### config.mk
export PLATFORM = sky130hd
export DESIGN_NAME = e1_natbit_capture
export DESIGN_NICKNAME = d
export VERILOG_FILES = /design/src/rtl/natbit_pkg.sv /design/src/rtl/natbit_pos_tracker.sv /design/src/rtl/natbit_shadow_bank.sv /design/src/rtl/natbit_hold_regs.sv /design/src/rtl/natbit_read_mux.sv /design/src/rtl/e1_natbit_capture.sv
export SDC_FILE = /design/constraint.sdc
export NUM_CORES = 1
export LEC_CHECK = 0
export BUFFER_PORTS_ARGS = -buffer_cell sky130_fd_sc_hd__buf_4
export CAP_MARGIN = 10
export CORE_MARGIN = 2
export CORE_UTILIZATION = 55
export CTS_CLUSTER_SIZE = 24
export DETAILED_ROUTE_END_ITERATION = 8
export PLACE_DENSITY_LB_ADDON = 0.25
export SETUP_SLACK_MARGIN = 0.05
export SYNTH_ARGS = -nofsm -noshare
export SYNTH_HDL_FRONTEND = slang
export SYNTH_SLANG_ARGS = --single-unit
### constraint.sdc
create_clock -name clk -period 6.25 [get_ports clk]
set_input_delay 1.875 -clock clk [delete_from_list [all_inputs] [get_ports clk]]
set_output_delay 1.875 -clock clk [all_outputs]
set_load 0.01 [all_outputs]
### src/rtl/natbit_pkg.sv
// Package: natbit_pkg
// Shared constants and helpers for the national-bit capture block.
// Assumes a multiframe of an even number of frames whose odd frames
// carry the national bits.
package natbit_pkg;

    // Width of the word returned by the read port.
    localparam int unsigned RD_WORD_W = 16;

    // Map an odd frame number 2k+1 to the byte bit it fills (7-k style,
    // generalised to a byte of width byte_w).
    function automatic int unsigned byte_bit_of_slot(input int unsigned slot,
                                                     input int unsigned byte_w);
        return byte_w - 1 - slot;
    endfunction

endpackage

### src/rtl/natbit_pos_tracker.sv
// Module: natbit_pos_tracker
// Tracks the bit position inside the current frame. A bit accepted with
// mf_start high is position 0; each accepted bit advances the count,
// wrapping after FRAME_BITS positions. Assumes mf_start is only
// meaningful together with bit_en.
module natbit_pos_tracker #(
    parameter int unsigned FRAME_BITS = 256,
    parameter int unsigned POS_W      = $clog2(FRAME_BITS)
) (
    input  logic             clk,
    input  logic             rst_n,
    input  logic             bit_en,
    input  logic             mf_start,
    output logic [POS_W-1:0] pos,
    output logic [POS_W-1:0] cnt,
    output logic             last_pos
);

    localparam logic [POS_W-1:0] LAST = POS_W'(FRAME_BITS - 1);

    // Position of the bit presented this cycle (realigned by mf_start).
    always_comb begin
        pos      = mf_start ? '0 : cnt;
        last_pos = (pos == LAST);
    end

    // Advance the stored position on every accepted bit.
    always_ff @(posedge clk) begin
        if (!rst_n) begin
            cnt <= '0;
        end else if (bit_en) begin
            cnt <= last_pos ? '0 : pos + POS_W'(1);
        end
    end

endmodule

### src/rtl/natbit_shadow_bank.sv
// Module: natbit_shadow_bank
// Holds the in-progress national bits. Each of NUM_SA bit positions of
// timeslot 0 owns a byte. In odd frame 2k+1 the bit at position
// FIRST_POS+s is written to byte s, bit (SA_W-1-k). Even frames and
// other positions are left alone. Assumes SA_W equals half the frames.
module natbit_shadow_bank
    import natbit_pkg::*;
#(
    parameter int unsigned NUM_SA    = 5,
    parameter int unsigned SA_W      = 8,
    parameter int unsigned FIRST_POS = 3,
    parameter int unsigned POS_W     = 8,
    parameter int unsigned FN_W      = 4
) (
    input  logic                     clk,
    input  logic                     rst_n,
    input  logic                     bit_en,
    input  logic                     rx_bit,
    input  logic [POS_W-1:0]         pos,
    input  logic [FN_W-1:0]          frame_num,
    output logic [NUM_SA*SA_W-1:0]   shadow_flat
);

    localparam int unsigned SLOT_W = FN_W - 1;

    logic             odd_frame;
    logic [SLOT_W-1:0] slot;

    // Split the frame number into odd flag and odd-frame slot index.
    always_comb begin
        odd_frame = frame_num[0];
        slot      = frame_num[FN_W-1:1];
    end

    for (genvar s = 0; s < NUM_SA; s++) begin : g_sa
        logic hit_pos;

        // True when the current bit is this byte's spare-bit position.
        always_comb hit_pos = bit_en && odd_frame &&
                              (pos == POS_W'(FIRST_POS + s));

        for (genvar k = 0; k < SA_W; k++) begin : g_slot
            localparam int unsigned BB = byte_bit_of_slot(k, SA_W);

            // Capture one bit of byte s from odd frame 2k+1.
            always_ff @(posedge clk) begin
                if (!rst_n) begin
                    shadow_flat[s*SA_W + BB] <= 1'b0;
                end else if (hit_pos && (slot == SLOT_W'(k))) begin
                    shadow_flat[s*SA_W + BB] <= rx_bit;
                end
            end
        end
    end

endmodule

### src/rtl/natbit_hold_regs.sv
// Module: natbit_hold_regs
// Readable copy of the shadow bank. Loads all bytes at once when the
// last bit position of the last frame is accepted. Assumes the shadow
// bank is settled by then (spare bits precede the frame's last bit).
module natbit_hold_regs #(
    parameter int unsigned WIDTH = 40,
    parameter int unsigned FN_W  = 4,
    parameter int unsigned LAST_FRAME = 15
) (
    input  logic             clk,
    input  logic             rst_n,
    input  logic             bit_en,
    input  logic             last_pos,
    input  logic [FN_W-1:0]  frame_num,
    input  logic [WIDTH-1:0] shadow_flat,
    output logic [WIDTH-1:0] hold_flat
);

    logic commit;

    // End-of-multiframe strobe.
    always_comb commit = bit_en && last_pos &&
                         (frame_num == FN_W'(LAST_FRAME));

    // Copy the shadow bank on the commit strobe.
    always_ff @(posedge clk) begin
        if (!rst_n) begin
            hold_flat <= '0;
        end else if (commit) begin
            hold_flat <= shadow_flat;
        end
    end

endmodule

### src/rtl/natbit_read_mux.sv
// Module: natbit_read_mux
// Combinational read port. Index s < NUM_SA returns byte s in the low
// bits with the upper bits zero; any other index returns zero.
module natbit_read_mux #(
    parameter int unsigned NUM_SA = 5,
    parameter int unsigned SA_W   = 8,
    parameter int unsigned IDX_W  = 4,
    parameter int unsigned RD_W   = 16
) (
    input  logic [NUM_SA*SA_W-1:0] hold_flat,
    input  logic [IDX_W-1:0]       rd_idx,
    output logic [RD_W-1:0]        rd_data
);

    // Select the addressed byte, zero-extended.
    always_comb begin
        rd_data = '0;
        for (int s = 0; s < NUM_SA; s++) begin
            if (rd_idx == IDX_W'(s)) begin
                rd_data[SA_W-1:0] = hold_flat[s*SA_W +: SA_W];
            end
        end
    end

endmodule

### src/rtl/e1_natbit_capture.sv
// Module: e1_natbit_capture
// Gathers the national spare bits from timeslot 0 of odd frames over a
// multiframe and exposes them as NUM_SA read-only bytes. Assumes an
// aligned upstream: frame_num is valid with each bit and mf_start
// flags the first bit of frame 0.
module e1_natbit_capture
    import natbit_pkg::*;
#(
    parameter int unsigned FRAME_BITS    = 256,
    parameter int unsigned FRAMES_PER_MF = 16,
    parameter int unsigned NUM_SA        = 5,
    parameter int unsigned FIRST_POS     = 3,
    parameter int unsigned IDX_W         = 4,
    parameter int unsigned FN_W          = $clog2(FRAMES_PER_MF)
) (
    input  logic                  clk,
    input  logic                  rst_n,
    input  logic                  rx_bit,
    input  logic                  rx_bit_en,
    input  logic                  mf_start,
    input  logic [FN_W-1:0]       frame_num,
    input  logic [IDX_W-1:0]      rd_idx,
    output logic [RD_WORD_W-1:0]  rd_data
);

    localparam int unsigned POS_W = $clog2(FRAME_BITS);
    localparam int unsigned SA_W  = FRAMES_PER_MF / 2;
    localparam int unsigned BANK_W = NUM_SA * SA_W;

    logic [POS_W-1:0]  bit_pos;
    logic [POS_W-1:0]  bit_cnt;
    logic              last_pos;
    logic [BANK_W-1:0] shadow_flat;
    logic [BANK_W-1:0] hold_flat;

    natbit_pos_tracker #(
        .FRAME_BITS (FRAME_BITS),
        .POS_W      (POS_W)
    ) u_pos (
        .clk      (clk),
        .rst_n    (rst_n),
        .bit_en   (rx_bit_en),
        .mf_start (mf_start),
        .pos      (bit_pos),
        .cnt      (bit_cnt),
        .last_pos (last_pos)
    );

    natbit_shadow_bank #(
        .NUM_SA    (NUM_SA),
        .SA_W      (SA_W),
        .FIRST_POS (FIRST_POS),
        .POS_W     (POS_W),
        .FN_W      (FN_W)
    ) u_shadow (
        .clk         (clk),
        .rst_n       (rst_n),
        .bit_en      (rx_bit_en),
        .rx_bit      (rx_bit),
        .pos         (bit_pos),
        .frame_num   (frame_num),
        .shadow_flat (shadow_flat)
    );

    natbit_hold_regs #(
        .WIDTH      (BANK_W),
        .FN_W       (FN_W),
        .LAST_FRAME (FRAMES_PER_MF - 1)
    ) u_hold (
        .clk         (clk),
        .rst_n       (rst_n),
        .bit_en      (rx_bit_en),
        .last_pos    (last_pos),
        .frame_num   (frame_num),
        .shadow_flat (shadow_flat),
        .hold_flat   (hold_flat)
    );

    natbit_read_mux #(
        .NUM_SA (NUM_SA),
        .SA_W   (SA_W),
        .IDX_W  (IDX_W),
        .RD_W   (RD_WORD_W)
    ) u_rd (
        .hold_flat (hold_flat),
        .rd_idx    (rd_idx),
        .rd_data   (rd_data)
    );

endmodule

== Word level (Yosys, flattened, before mapping) ==
Cells that the tools add are included.
Storage, ports and cells
  register bits after elaboration: 88
  input bits: 13
  output and inout bits: 16
  logic and storage cells: 118
Operators by class
  add/sub/neg operators: 1
  equality and inequality tests: 18
  muxes and demuxes: 7
  reductions and logical operators: 50
Operator list (number)
  two-way mux 8 bit: 7
  logical AND 1 bit: 48
  == test 8 x 3 -> 1 bit, second input constant: 4
  == test 3 bit, second input constant: 4
  adder 8 x 1 -> 8 bit, second input constant: 1
  == test 4 x 2 -> 1 bit, second input constant: 2
  == test 8 x 2 -> 1 bit, second input constant: 1
  == test 8 bit, second input constant: 1
  == test 3 x 2 -> 1 bit, second input constant: 2
  == test 4 x 1 -> 1 bit, second input constant: 1
  == test 4 x 3 -> 1 bit, second input constant: 1
  == test 4 bit, second input constant: 1
  logical NOT 4 bit: 1
  == test 3 x 1 -> 1 bit, second input constant: 1
  logical NOT 3 bit: 1

== Longest topological paths before layout ==
Gate-level depths: netlist of run 1.
  depth in word-level cells: 6
  depth in mapped cells: 6
  mapped depth without buffers: 4

== Modules after synthesis ==
From an unflattened synthesis of run 1, not the netlist that was laid out.
Unflattened totals
  cell total of the unflattened synthesis: 506
  area, all modules: 4536.9 um2
Modules (own cells, without submodules)
  natbit_shadow_bank: instances 1, cells an instance 197, area an instance 1993.2 um2, sequential area each 800.8 um2
  natbit_hold_regs: instances 1, cells an instance 176, area an instance 1627.8 um2, sequential area each 800.8 um2
  natbit_pos_tracker: instances 1, cells an instance 61, area an instance 471.7 um2, sequential area each 160.2 um2
  natbit_read_mux: instances 1, cells an instance 72, area an instance 444.2 um2, sequential area each 0.0 um2

== Worst setup path after synthesis of run 1 ==
No wires, ideal clock.
  path type: in2out
  start point: input rd_idx[1]
  end point: output rd_data[6]
  arrival: 2.901 ns
  setup slack: 1.474 ns
  stages: 6
  buffers on the path: 2
  path through: buf_2 -> or2_2 -> clkbuf_1 -> o21ai_0 -> a21oi_1 -> o22a_1
Between the ends
  longest elaborated chain between the ends: 6
RTL lines
  from (decl): line e1_natbit_capture.sv:22  | input logic [IDX_W-1:0] rd_idx,
  logical NOT 4 bit: line natbit_read_mux.sv:19  | if (rd_idx == IDX_W'(s)) begin
  two-way mux 8 bit (4 in series): line natbit_read_mux.sv:19
  two-way mux 8 bit (*): line natbit_read_mux.sv:19
  to (decl): line e1_natbit_capture.sv:23  | output logic [RD_WORD_W-1:0] rd_data
Mark *: on every way between the ends. The rest lies on a longest branch, timed or not.

== Worst setup path in the final report of run 1 ==
  start point: input rd_idx[0]
  end point: output rd_data[2]
Same word-level chain as after synthesis.

==> results of run 1 <==
## routing by layer
metal,vias to the layer above,GRT usage,routed length [µm]
li1,1547,-,-
met1,1480,0.292,3970
met2,78,0.330,3870
met3,12,0.0352,427
met4,0,0.110,204
met5,-,0,0
## cells by family after synthesis
kind of cell,count (synthesis),share of synthesized area
buf+inv,42,0.0563
flops,88,0.435
compound gates,41,0.0652
simple gates,194,0.224
mux,88,0.218
other cells,1,0.000927
## per-stage QoR
step                      instances  hold slack, ps
after global placement          544             442
after global routing            560             491
after detailed placement        544             454
after floorplan                 461             435
after CTS                       560             468
final                           560             465
## state kept, by name, indices dropped and copies added (netlist names)
name,cells
u_hold.hold_flat,40
u_shadow.shadow_flat,40
u_pos.cnt,8
## worst max-delay path by stage
stage / cells past startpoint / end / startpoint
2_1_floorplan: 6 / rd_data[6] / rd_idx[1]
3_3_place_gp: 5 / rd_data[1] / rd_idx[0]
3_5_place_dp: 5 / rd_data[4] / rd_idx[0]
4_1_cts: 5 / rd_data[4] / rd_idx[0]
5_1_grt: 5 / rd_data[2] / rd_idx[0]
6_report: 5 / rd_data[2] / rd_idx[0]
## worst reg2reg max path, delay by kind of cell, from the launching register on
family | cells | cell delay (ps)
multiplexers | 1 | 220
AND/OR/NAND/NOR | 3 | 1200
flip-flops | 1 | 390
## layout make-up
type	count	area share
Tap cell	99	0.0283
Clock inverter	6	0.0206
Inverter	4	0.00343
Sequential cell	88	0.403
Timing Repair Buffer	22	0.0377
Clock buffer	10	0.0314
Multi-Input combinational cell	331	0.476
## cell usage in the layout (no fill, tap or decap), types with 2 or more instances in the layout
master,n
sky130_fd_sc_hd__a21boi_0,2
sky130_fd_sc_hd__a21oi_1,10
sky130_fd_sc_hd__and4b_1,2
sky130_fd_sc_hd__buf_4,22
sky130_fd_sc_hd__bufinv_16,2
sky130_fd_sc_hd__clkbuf_8,10
sky130_fd_sc_hd__conb_1,8
sky130_fd_sc_hd__dfxtp_1,88
sky130_fd_sc_hd__inv_1,4
sky130_fd_sc_hd__mux2i_1,88
sky130_fd_sc_hd__nand2_1,90
sky130_fd_sc_hd__nand2b_1,9
sky130_fd_sc_hd__nand3_1,11
sky130_fd_sc_hd__nand3b_1,3
sky130_fd_sc_hd__nand4_1,6
sky130_fd_sc_hd__nand4b_1,4
sky130_fd_sc_hd__nor2_1,46
sky130_fd_sc_hd__nor2b_1,3
sky130_fd_sc_hd__nor3_1,6
sky130_fd_sc_hd__nor4_1,4
sky130_fd_sc_hd__o211ai_1,2
sky130_fd_sc_hd__o21ai_0,14
sky130_fd_sc_hd__o22a_1,8
## power by group
| group | total, mW | switching, mW | internal [mW] |
|---|---|---|---|
| clock network | 0.440 | 0.202 | 0.237 |
| registers | 0.563 | 0.00173 | 0.561 |
| logic | 0.0543 | 0.0372 | 0.0172 |
==> flow_summary.html, run 1 <==
<table>
<tr><th>Metric</th><th>Value</th></tr>
<tr><th colspan="2">Outcome</th></tr>
<tr><td>Status</td><td>completed</td></tr>
<tr><th colspan="2">Min path</th></tr>
<tr><td>Worst hold path class</td><td>reg -&gt; reg</td></tr>
<tr><td>Hold Path End</td><td>u_hold.hold_flat[9]</td></tr>
<tr><td>Startpoint of the most critical hold path</td><td>u_hold.hold_flat[9]</td></tr>
<tr><td>Number of instances on the worst hold path</td><td>2</td></tr>
<tr><th colspan="2">Floorplanning</th></tr>
<tr><td>Count of pins on the block boundary</td><td>29</td></tr>
<tr><td>Die area</td><td>between 8000 and 9000 µm²</td></tr>
<tr><td>Total core area</td><td>a little over 7000 µm²</td></tr>
<tr><td>Number of standard-cell rows in the floorplan</td><td>31</td></tr>
<tr><td>Chip Width</td><td>89.8 µm</td></tr>
<tr><td>Starting Density</td><td>0.564</td></tr>
<tr><td>Die height</td><td>~90 µm</td></tr>
<tr><th colspan="2">Setup path</th></tr>
<tr><td>Critical Path Max Stage Delay</td><td>~360 ps</td></tr>
<tr><td>Startpoint type of the worst setup path</td><td>input pin</td></tr>
<tr><td>Largest fanout on the critical path</td><td>9</td></tr>
<tr><td>Cell with the largest stage delay on the worst path</td><td>sky130_fd_sc_hd__nor2_1</td></tr>
<tr><td>Largest delay share family, worst path</td><td>simple AND/OR/NAND/NOR gates</td></tr>
<tr><td>Number of cells on the worst reg-to-reg path</td><td>4</td></tr>
<tr><td>Critical path buffer and inverter count</td><td>2</td></tr>
<tr><td>Worst R2R End</td><td>u_shadow.shadow_flat[14]</td></tr>
<tr><td>Critical Setup Path Class</td><td>in -&gt; out</td></tr>
<tr><td>Most used cell along the critical path</td><td>sky130_fd_sc_hd__buf_4</td></tr>
<tr><td>Signal arrival time at the worst endpoint</td><td>~3100 ps</td></tr>
<tr><td>Internal reg-to-reg setup slack</td><td>4380 ps</td></tr>
<tr><td>Worst reg2reg startpoint</td><td>u_pos.cnt[3]</td></tr>
<tr><td>Kind of capture point of the worst setup path</td><td>output port</td></tr>
<tr><td>Series of cell instances along the critical path</td><td>buf_4 &gt; nor2_1 &gt; nand3b_1 &gt; o22a_1 &gt; buf_4</td></tr>
<tr><td>Worst Path Required</td><td>approximately 4400 ps</td></tr>
<tr><th colspan="2">Final layout</th></tr>
<tr><td>Post-synthesis to final-layout area growth</td><td>8.16%</td></tr>
<tr><td>Area of the multi-input gates</td><td>2080 µm²</td></tr>
<tr><td>Share of cells above drive strength 1</td><td>0.0954</td></tr>
<tr><td>Utilization after layout</td><td>0.610</td></tr>
<tr><td>Nets</td><td>between 400 and 500</td></tr>
<tr><td>Number of filler instances in the final layout</td><td>about 620</td></tr>
<tr><td>Design Area, Final</td><td>between 4000 and 5000 µm²</td></tr>
<tr><td>Ant diodes</td><td>0</td></tr>
<tr><td>Sequential Area</td><td>1760 µm²</td></tr>
<tr><th colspan="2">CTS</th></tr>
<tr><td>CTS clock-pin slew for the worst setup and hold paths</td><td>approximately 90 ps</td></tr>
<tr><td>Clock tree from TritonCTS</td><td>yes</td></tr>
<tr><td>Buffers inserted during post-CTS setup optimization</td><td>0</td></tr>
<tr><td>Number of hold buffers added after CTS</td><td>0</td></tr>
<tr><td>Num Clock Sinks</td><td>roughly 90</td></tr>
<tr><td>Number of H-tree branching levels</td><td>3</td></tr>
<tr><td>Maximum buffer depth of the clock tree</td><td>2</td></tr>
<tr><td>Source-to-sink clock delay at the later pin of the worst-skew pair</td><td>360 ps</td></tr>
<tr><td>CTS root buf</td><td>sky130_fd_sc_hd__clkbuf_8</td></tr>
<tr><td>Resized cells post-CTS</td><td>0</td></tr>
<tr><td>Clock buffers created by TritonCTS</td><td>9</td></tr>
<tr><th colspan="2">Timing</th></tr>
<tr><td>Worst slew slack as a fraction of its limit</td><td>0.412</td></tr>
<tr><td>Final hold violation count</td><td>0</td></tr>
<tr><td>Peak clock frequency supported by timing</td><td>199 MHz</td></tr>
<tr><td>Setup-violating endpoint count in the final report</td><td>0</td></tr>
<tr><td>Total Negative Setup Slacks</td><td>0 ps</td></tr>
<tr><td>Setup repair after global routing missed its margin</td><td>false</td></tr>
<tr><td>Shortest clock period the worst path allows after layout</td><td>5010 ps</td></tr>
<tr><td>Post-Route Skew</td><td>~14 ps</td></tr>
<tr><td>PnR worst setup slack</td><td>approximately 1200 ps</td></tr>
<tr><td>Tightest Pin Transition</td><td>~900 ps</td></tr>
<tr><td>Part of the cycle the worst path needs</td><td>0.802</td></tr>
<tr><td>Final Max Tran Viols</td><td>0</td></tr>
<tr><th colspan="2">Synthesis</th></tr>
<tr><td>Cell type with the largest total area after synthesis</td><td>sky130_fd_sc_hd__dfxtp_1</td></tr>
<tr><td>Most instantiated cells after synthesis</td><td>sky130_fd_sc_hd__nand2_1, sky130_fd_sc_hd__dfxtp_1, sky130_fd_sc_hd__mux2i_1, sky130_fd_sc_hd__nor2_1, sky130_fd_sc_hd__clkbuf_1</td></tr>
<tr><td>EDFF count, synth</td><td>0</td></tr>
<tr><td>Most common flop cell mapped by yosys</td><td>sky130_fd_sc_hd__dfxtp_1</td></tr>
<tr><td>Yosys top cell area share</td><td>0.435</td></tr>
<tr><td>Most numerous cell in the Yosys netlist</td><td>sky130_fd_sc_hd__nand2_1</td></tr>
<tr><td>Synthesized area per cell</td><td>8.91 µm²</td></tr>
<tr><td>Synth cell types</td><td>40</td></tr>
<tr><td>YS warnings</td><td>0</td></tr>
<tr><td>Post-synthesis sequential element count</td><td>88</td></tr>
<tr><td>Share of flip-flops with an asynchronous set or reset after synthesis</td><td>0</td></tr>
<tr><td>Netlist Area Pre-Place</td><td>4050 µm²</td></tr>
<tr><td>Post-synthesis cell count</td><td>454</td></tr>
<tr><td>Proportion of synthesized chip area in sequential cells</td><td>0.435</td></tr>
<tr><td>Dominant cells by area after synthesis</td><td>sky130_fd_sc_hd__dfxtp_1, sky130_fd_sc_hd__mux2i_1, sky130_fd_sc_hd__nand2_1</td></tr>
<tr><th colspan="2">Pwr</th></tr>
<tr><td>Power Total</td><td>approximately 1.1 mW</td></tr>
<tr><td>Max rail drop VDD</td><td>~0.12 mV</td></tr>
<tr><td>Standby leakage power</td><td>1.73 nW</td></tr>
<tr><td>Pwr dens</td><td>about 240 nW/µm²</td></tr>
<tr><th colspan="2">Placement</th></tr>
<tr><td>Final Wtd Congestion</td><td>a little under 0.9</td></tr>
<tr><td>Half-perimeter wire length of the detailed placement result</td><td>5.55 mm</td></tr>
<tr><td>Placed cell area</td><td>4150 µm²</td></tr>
<tr><td>Worst setup slack before clock tree synthesis</td><td>between 1000 and 1500 ps</td></tr>
<tr><td>Buffers on Ports</td><td>20</td></tr>
<tr><th colspan="2">Routing</th></tr>
<tr><td>Total routed wirelength</td><td>8.47 mm</td></tr>
<tr><td>Number of DRC violations after detailed routing</td><td>0</td></tr>
<tr><td>Vias</td><td>3117</td></tr>
<tr><td>Number of vias per cell</td><td>5.57</td></tr>
<tr><td>Routed wire length per instance</td><td>15.1 µm</td></tr>
<tr><td>DRC marker count from the first detailed-route iteration</td><td>approximately 150</td></tr>
<tr><td>Number of antenna-violating nets in the routed design</td><td>0</td></tr>
<tr><td>First-pass detailed-route iteration total</td><td>4</td></tr>
<tr><th colspan="2">Global route</th></tr>
<tr><td>Antenna violations before repair</td><td>0</td></tr>
<tr><td>Vias in the first global route</td><td>2890</td></tr>
<tr><td>All-layer global routing usage</td><td>0.214</td></tr>
<tr><td>Maximum number of pins on one net before global-route repair</td><td>94</td></tr>
<tr><td>Aggregate global routing overflow</td><td>0</td></tr>
<tr><td>First-pass GRT wire length</td><td>14.0 mm</td></tr>
<tr><th colspan="2">Job</th></tr>
<tr><td>Max cap viols</td><td>0</td></tr>
</table>
Note: power is estimated with default switching activity, not from simulation.
==> run 2: changes to the inputs <==
- CORE_UTILIZATION: 55 -> 54
- clock period: 6.25 -> 4.4 ns (I/O delays scaled with it)
==> flow_summary.html, run 2 (synthesized netlist as in run 1, its figures left out) <==
<table>
<tr><th>Metric</th><th>Value</th></tr>
<tr><th colspan="2">Routing</th></tr>
<tr><td>Routed wire length per instance</td><td>15.9 µm (+5.2%)</td></tr>
<tr><td>First-pass detailed-route iteration total</td><td>4 (unchanged)</td></tr>
<tr><td>Number of vias per cell</td><td>5.56 (about the same)</td></tr>
<tr><td>Total routed wirelength</td><td>8.91 mm (+5.2%)</td></tr>
<tr><td>Vias</td><td>3115 (-0.064%)</td></tr>
<tr><td>Number of DRC violations after detailed routing</td><td>0 (unchanged)</td></tr>
<tr><td>DRC marker count from the first detailed-route iteration</td><td>205 (+39%)</td></tr>
<tr><td>Number of antenna-violating nets in the routed design</td><td>0 (unchanged)</td></tr>
<tr><th colspan="2">Placement</th></tr>
<tr><td>Half-perimeter wire length of the detailed placement result</td><td>5.79 mm (+4.3%)</td></tr>
<tr><td>Placed cell area</td><td>4150 µm² (unchanged)</td></tr>
<tr><td>Final Wtd Congestion</td><td>0.819 (-8.0%)</td></tr>
<tr><td>Buffers on Ports</td><td>20 (unchanged)</td></tr>
<tr><th colspan="2">Job</th></tr>
<tr><td>Max cap viols</td><td>0 (unchanged)</td></tr>
<tr><th colspan="2">Final layout</th></tr>
<tr><td>Utilization after layout</td><td>0.602 (-0.00842)</td></tr>
<tr><td>Commonest non-fill, non-tap cell in the layout</td><td>sky130_fd_sc_hd__nand2_1</td></tr>
<tr><td>Commonest cells after routing, fill and taps aside</td><td>sky130_fd_sc_hd__nand2_1, sky130_fd_sc_hd__mux2i_1, sky130_fd_sc_hd__dfxtp_1, sky130_fd_sc_hd__nor2_1, sky130_fd_sc_hd__buf_4</td></tr>
<tr><td>Share of cells above drive strength 1</td><td>0.0954 (unchanged)</td></tr>
<tr><td>Nets</td><td>469 (unchanged)</td></tr>
<tr><td>Design Area, Final</td><td>4360 µm² (-0.31%)</td></tr>
<tr><td>Registers with the highest flip-flop counts</td><td>u_hold.hold_flat (40), u_shadow.shadow_flat (40), u_pos.cnt (8)</td></tr>
<tr><td>Ant diodes</td><td>0 (unchanged)</td></tr>
<tr><td>Post-synthesis to final-layout area growth</td><td>7.82%</td></tr>
<tr><th colspan="2">Setup path</th></tr>
<tr><td>Startpoint type of the worst setup path</td><td>input pin</td></tr>
<tr><td>Worst Path Required</td><td>3080 ps (-1300 ps)</td></tr>
<tr><td>Series of cell instances along the critical path</td><td>buf_4 &gt; nor2_1 &gt; nand3b_1 &gt; o22a_1 &gt; buf_4</td></tr>
<tr><td>Worst reg2reg startpoint</td><td>u_pos.cnt[3]</td></tr>
<tr><td>Largest delay share family, worst path</td><td>simple AND/OR/NAND/NOR gates</td></tr>
<tr><td>Signal arrival time at the worst endpoint</td><td>2610 ps (-530 ps)</td></tr>
<tr><td>Cell with the largest stage delay on the worst path</td><td>sky130_fd_sc_hd__nor2_1</td></tr>
<tr><td>Critical Path Max Stage Delay</td><td>370 ps (about the same)</td></tr>
<tr><td>Kind of capture point of the worst setup path</td><td>output port</td></tr>
<tr><td>Critical path buffer and inverter count</td><td>2 (unchanged)</td></tr>
<tr><td>Critical Setup Path Class</td><td>in -&gt; out</td></tr>
<tr><td>Worst setup path startpoint</td><td>rd_idx[0]</td></tr>
<tr><td>Most used cell along the critical path</td><td>sky130_fd_sc_hd__buf_4</td></tr>
<tr><td>Largest fanout on the critical path</td><td>9 (unchanged)</td></tr>
<tr><th colspan="2">CTS</th></tr>
<tr><td>CTS clock-pin slew for the worst setup and hold paths</td><td>90 ps (about the same)</td></tr>
<tr><td>Num Clock Sinks</td><td>88 (unchanged)</td></tr>
<tr><td>CTS root buf</td><td>sky130_fd_sc_hd__clkbuf_8</td></tr>
<tr><td>Buffers inserted during post-CTS setup optimization</td><td>0 (unchanged)</td></tr>
<tr><td>Resized cells post-CTS</td><td>0 (unchanged)</td></tr>
<tr><td>Maximum buffer depth of the clock tree</td><td>2 (unchanged)</td></tr>
<tr><td>Source-to-sink clock delay at the later pin of the worst-skew pair</td><td>360 ps (about the same)</td></tr>
<tr><td>Clock tree from TritonCTS</td><td>yes</td></tr>
<tr><td>Number of hold buffers added after CTS</td><td>0 (unchanged)</td></tr>
<tr><td>Clock buffers created by TritonCTS</td><td>9 (unchanged)</td></tr>
<tr><td>Number of H-tree branching levels</td><td>3 (unchanged)</td></tr>
<tr><th colspan="2">Floorplanning</th></tr>
<tr><td>Starting Density</td><td>0.558 (-0.00603)</td></tr>
<tr><td>Total core area</td><td>7250 µm² (+1.1%)</td></tr>
<tr><td>Chip Width</td><td>90.6 µm (+0.88%)</td></tr>
<tr><td>Number of standard-cell rows in the floorplan</td><td>31 (unchanged)</td></tr>
<tr><td>Die area</td><td>8200 µm² (+1.8%)</td></tr>
<tr><td>Count of pins on the block boundary</td><td>29 (unchanged)</td></tr>
<tr><td>Die height</td><td>90.6 µm (+0.88%)</td></tr>
<tr><th colspan="2">Pwr</th></tr>
<tr><td>Power Total</td><td>1.47 mW (+39%)</td></tr>
<tr><td>Max rail drop VDD</td><td>0.138 mV (+19%)</td></tr>
<tr><td>Pwr dens</td><td>338 nW/µm² (+40%)</td></tr>
<tr><td>Standby leakage power</td><td>1.72 nW (-0.62%)</td></tr>
<tr><th colspan="2">Timing</th></tr>
<tr><td>Part of the cycle the worst path needs</td><td>0.892</td></tr>
<tr><td>Post-Route Skew</td><td>9.48 ps (-4.13 ps)</td></tr>
<tr><td>Worst hold slack across all endpoints</td><td>467 ps (+2.22 ps)</td></tr>
<tr><td>Peak clock frequency supported by timing</td><td>255 MHz</td></tr>
<tr><td>Tightest Pin Transition</td><td>886 ps (+4.23 ps)</td></tr>
<tr><td>Final Max Tran Viols</td><td>0 (unchanged)</td></tr>
<tr><td>Worst slew slack as a fraction of its limit</td><td>0.409 (-0.00282)</td></tr>
<tr><td>Setup-violating endpoint count in the final report</td><td>0 (unchanged)</td></tr>
<tr><td>Shortest clock period the worst path allows after layout</td><td>3930 ps</td></tr>
<tr><td>Final hold violation count</td><td>0 (unchanged)</td></tr>
<tr><td>Total Negative Setup Slacks</td><td>0 ps (unchanged)</td></tr>
<tr><td>Setup repair after global routing missed its margin</td><td>false</td></tr>
<tr><th colspan="2">Outcome</th></tr>
<tr><td>Status</td><td>completed</td></tr>
<tr><th colspan="2">Min path</th></tr>
<tr><td>Startpoint of the most critical hold path</td><td>u_shadow.shadow_flat[39]</td></tr>
<tr><td>Worst hold path class</td><td>reg -&gt; reg</td></tr>
<tr><th colspan="2">Global route</th></tr>
<tr><td>Aggregate global routing overflow</td><td>0 (unchanged)</td></tr>
<tr><td>Maximum number of pins on one net before global-route repair</td><td>94 (unchanged)</td></tr>
<tr><td>First-pass GRT wire length</td><td>14.9 mm (+6.6%)</td></tr>
<tr><td>Antenna violations before repair</td><td>0 (unchanged)</td></tr>
<tr><td>Vias in the first global route</td><td>3024 (+4.6%)</td></tr>
<tr><td>All-layer global routing usage</td><td>0.230 (+0.0159)</td></tr>
</table>
## run 2: stage by stage
stage,std cells,worst slack (ps)
6_report,560,473
2_1_floorplan,461,734
3_3_place_gp,544,555
4_1_cts,560,489
5_1_grt,560,307
3_5_place_dp,544,491
## run 2: report_power, final
part | leakage [nW] | switching [mW] | total (mW) | internal, mW
Combinational | 0.913 | 0.0534 | 0.0778 | 0.0244
Sequential | 0.709 | 0.00262 | 0.799 | 0.797
Clock | 0.102 | 0.300 | 0.597 | 0.296
Total | 1.72 | 0.356 | 1.47 | 1.12
## run 2: worst paths after layout
| path | end | slack [ps] | cells past startpoint |
|---|---|---|---|
| hold reg to reg | u_shadow.shadow_flat[39] | 470 | 2 |
| setup reg to reg | u_shadow.shadow_flat[12] | 2550 | 4 |
| setup / recovery | rd_data[3] | 470 | 5 |
| hold / removal | u_shadow.shadow_flat[39] | 470 | 2 |
## run 2: final cells by class
class / instances / area, µm²
repair buffers: 22 / 165
well taps: 99 / 124
fillers: 641 / 2890
inverters: 4 / 15.0
clock inverters: 5 / 62.6
multi-input cells: 331 / 2080
clock buffers: 11 / 151
flip-flops and latches: 88 / 1760
## run 2: layer usage
metal,GRT usage,up-vias,wire [µm]
li1,-,1544,-
met1,0.294,1461,4090
met2,0.363,87,4040
met3,0.0601,23,433
met4,0.110,0,338
met5,0,-,0
## run 2: worst reg2reg max path, stage by stage (launching register included)
cell                      delay, ps
sky130_fd_sc_hd__dfxtp_1        390
sky130_fd_sc_hd__nor4_4         450
sky130_fd_sc_hd__nand4_1        460
sky130_fd_sc_hd__nor2_1         280
sky130_fd_sc_hd__mux2i_1        200
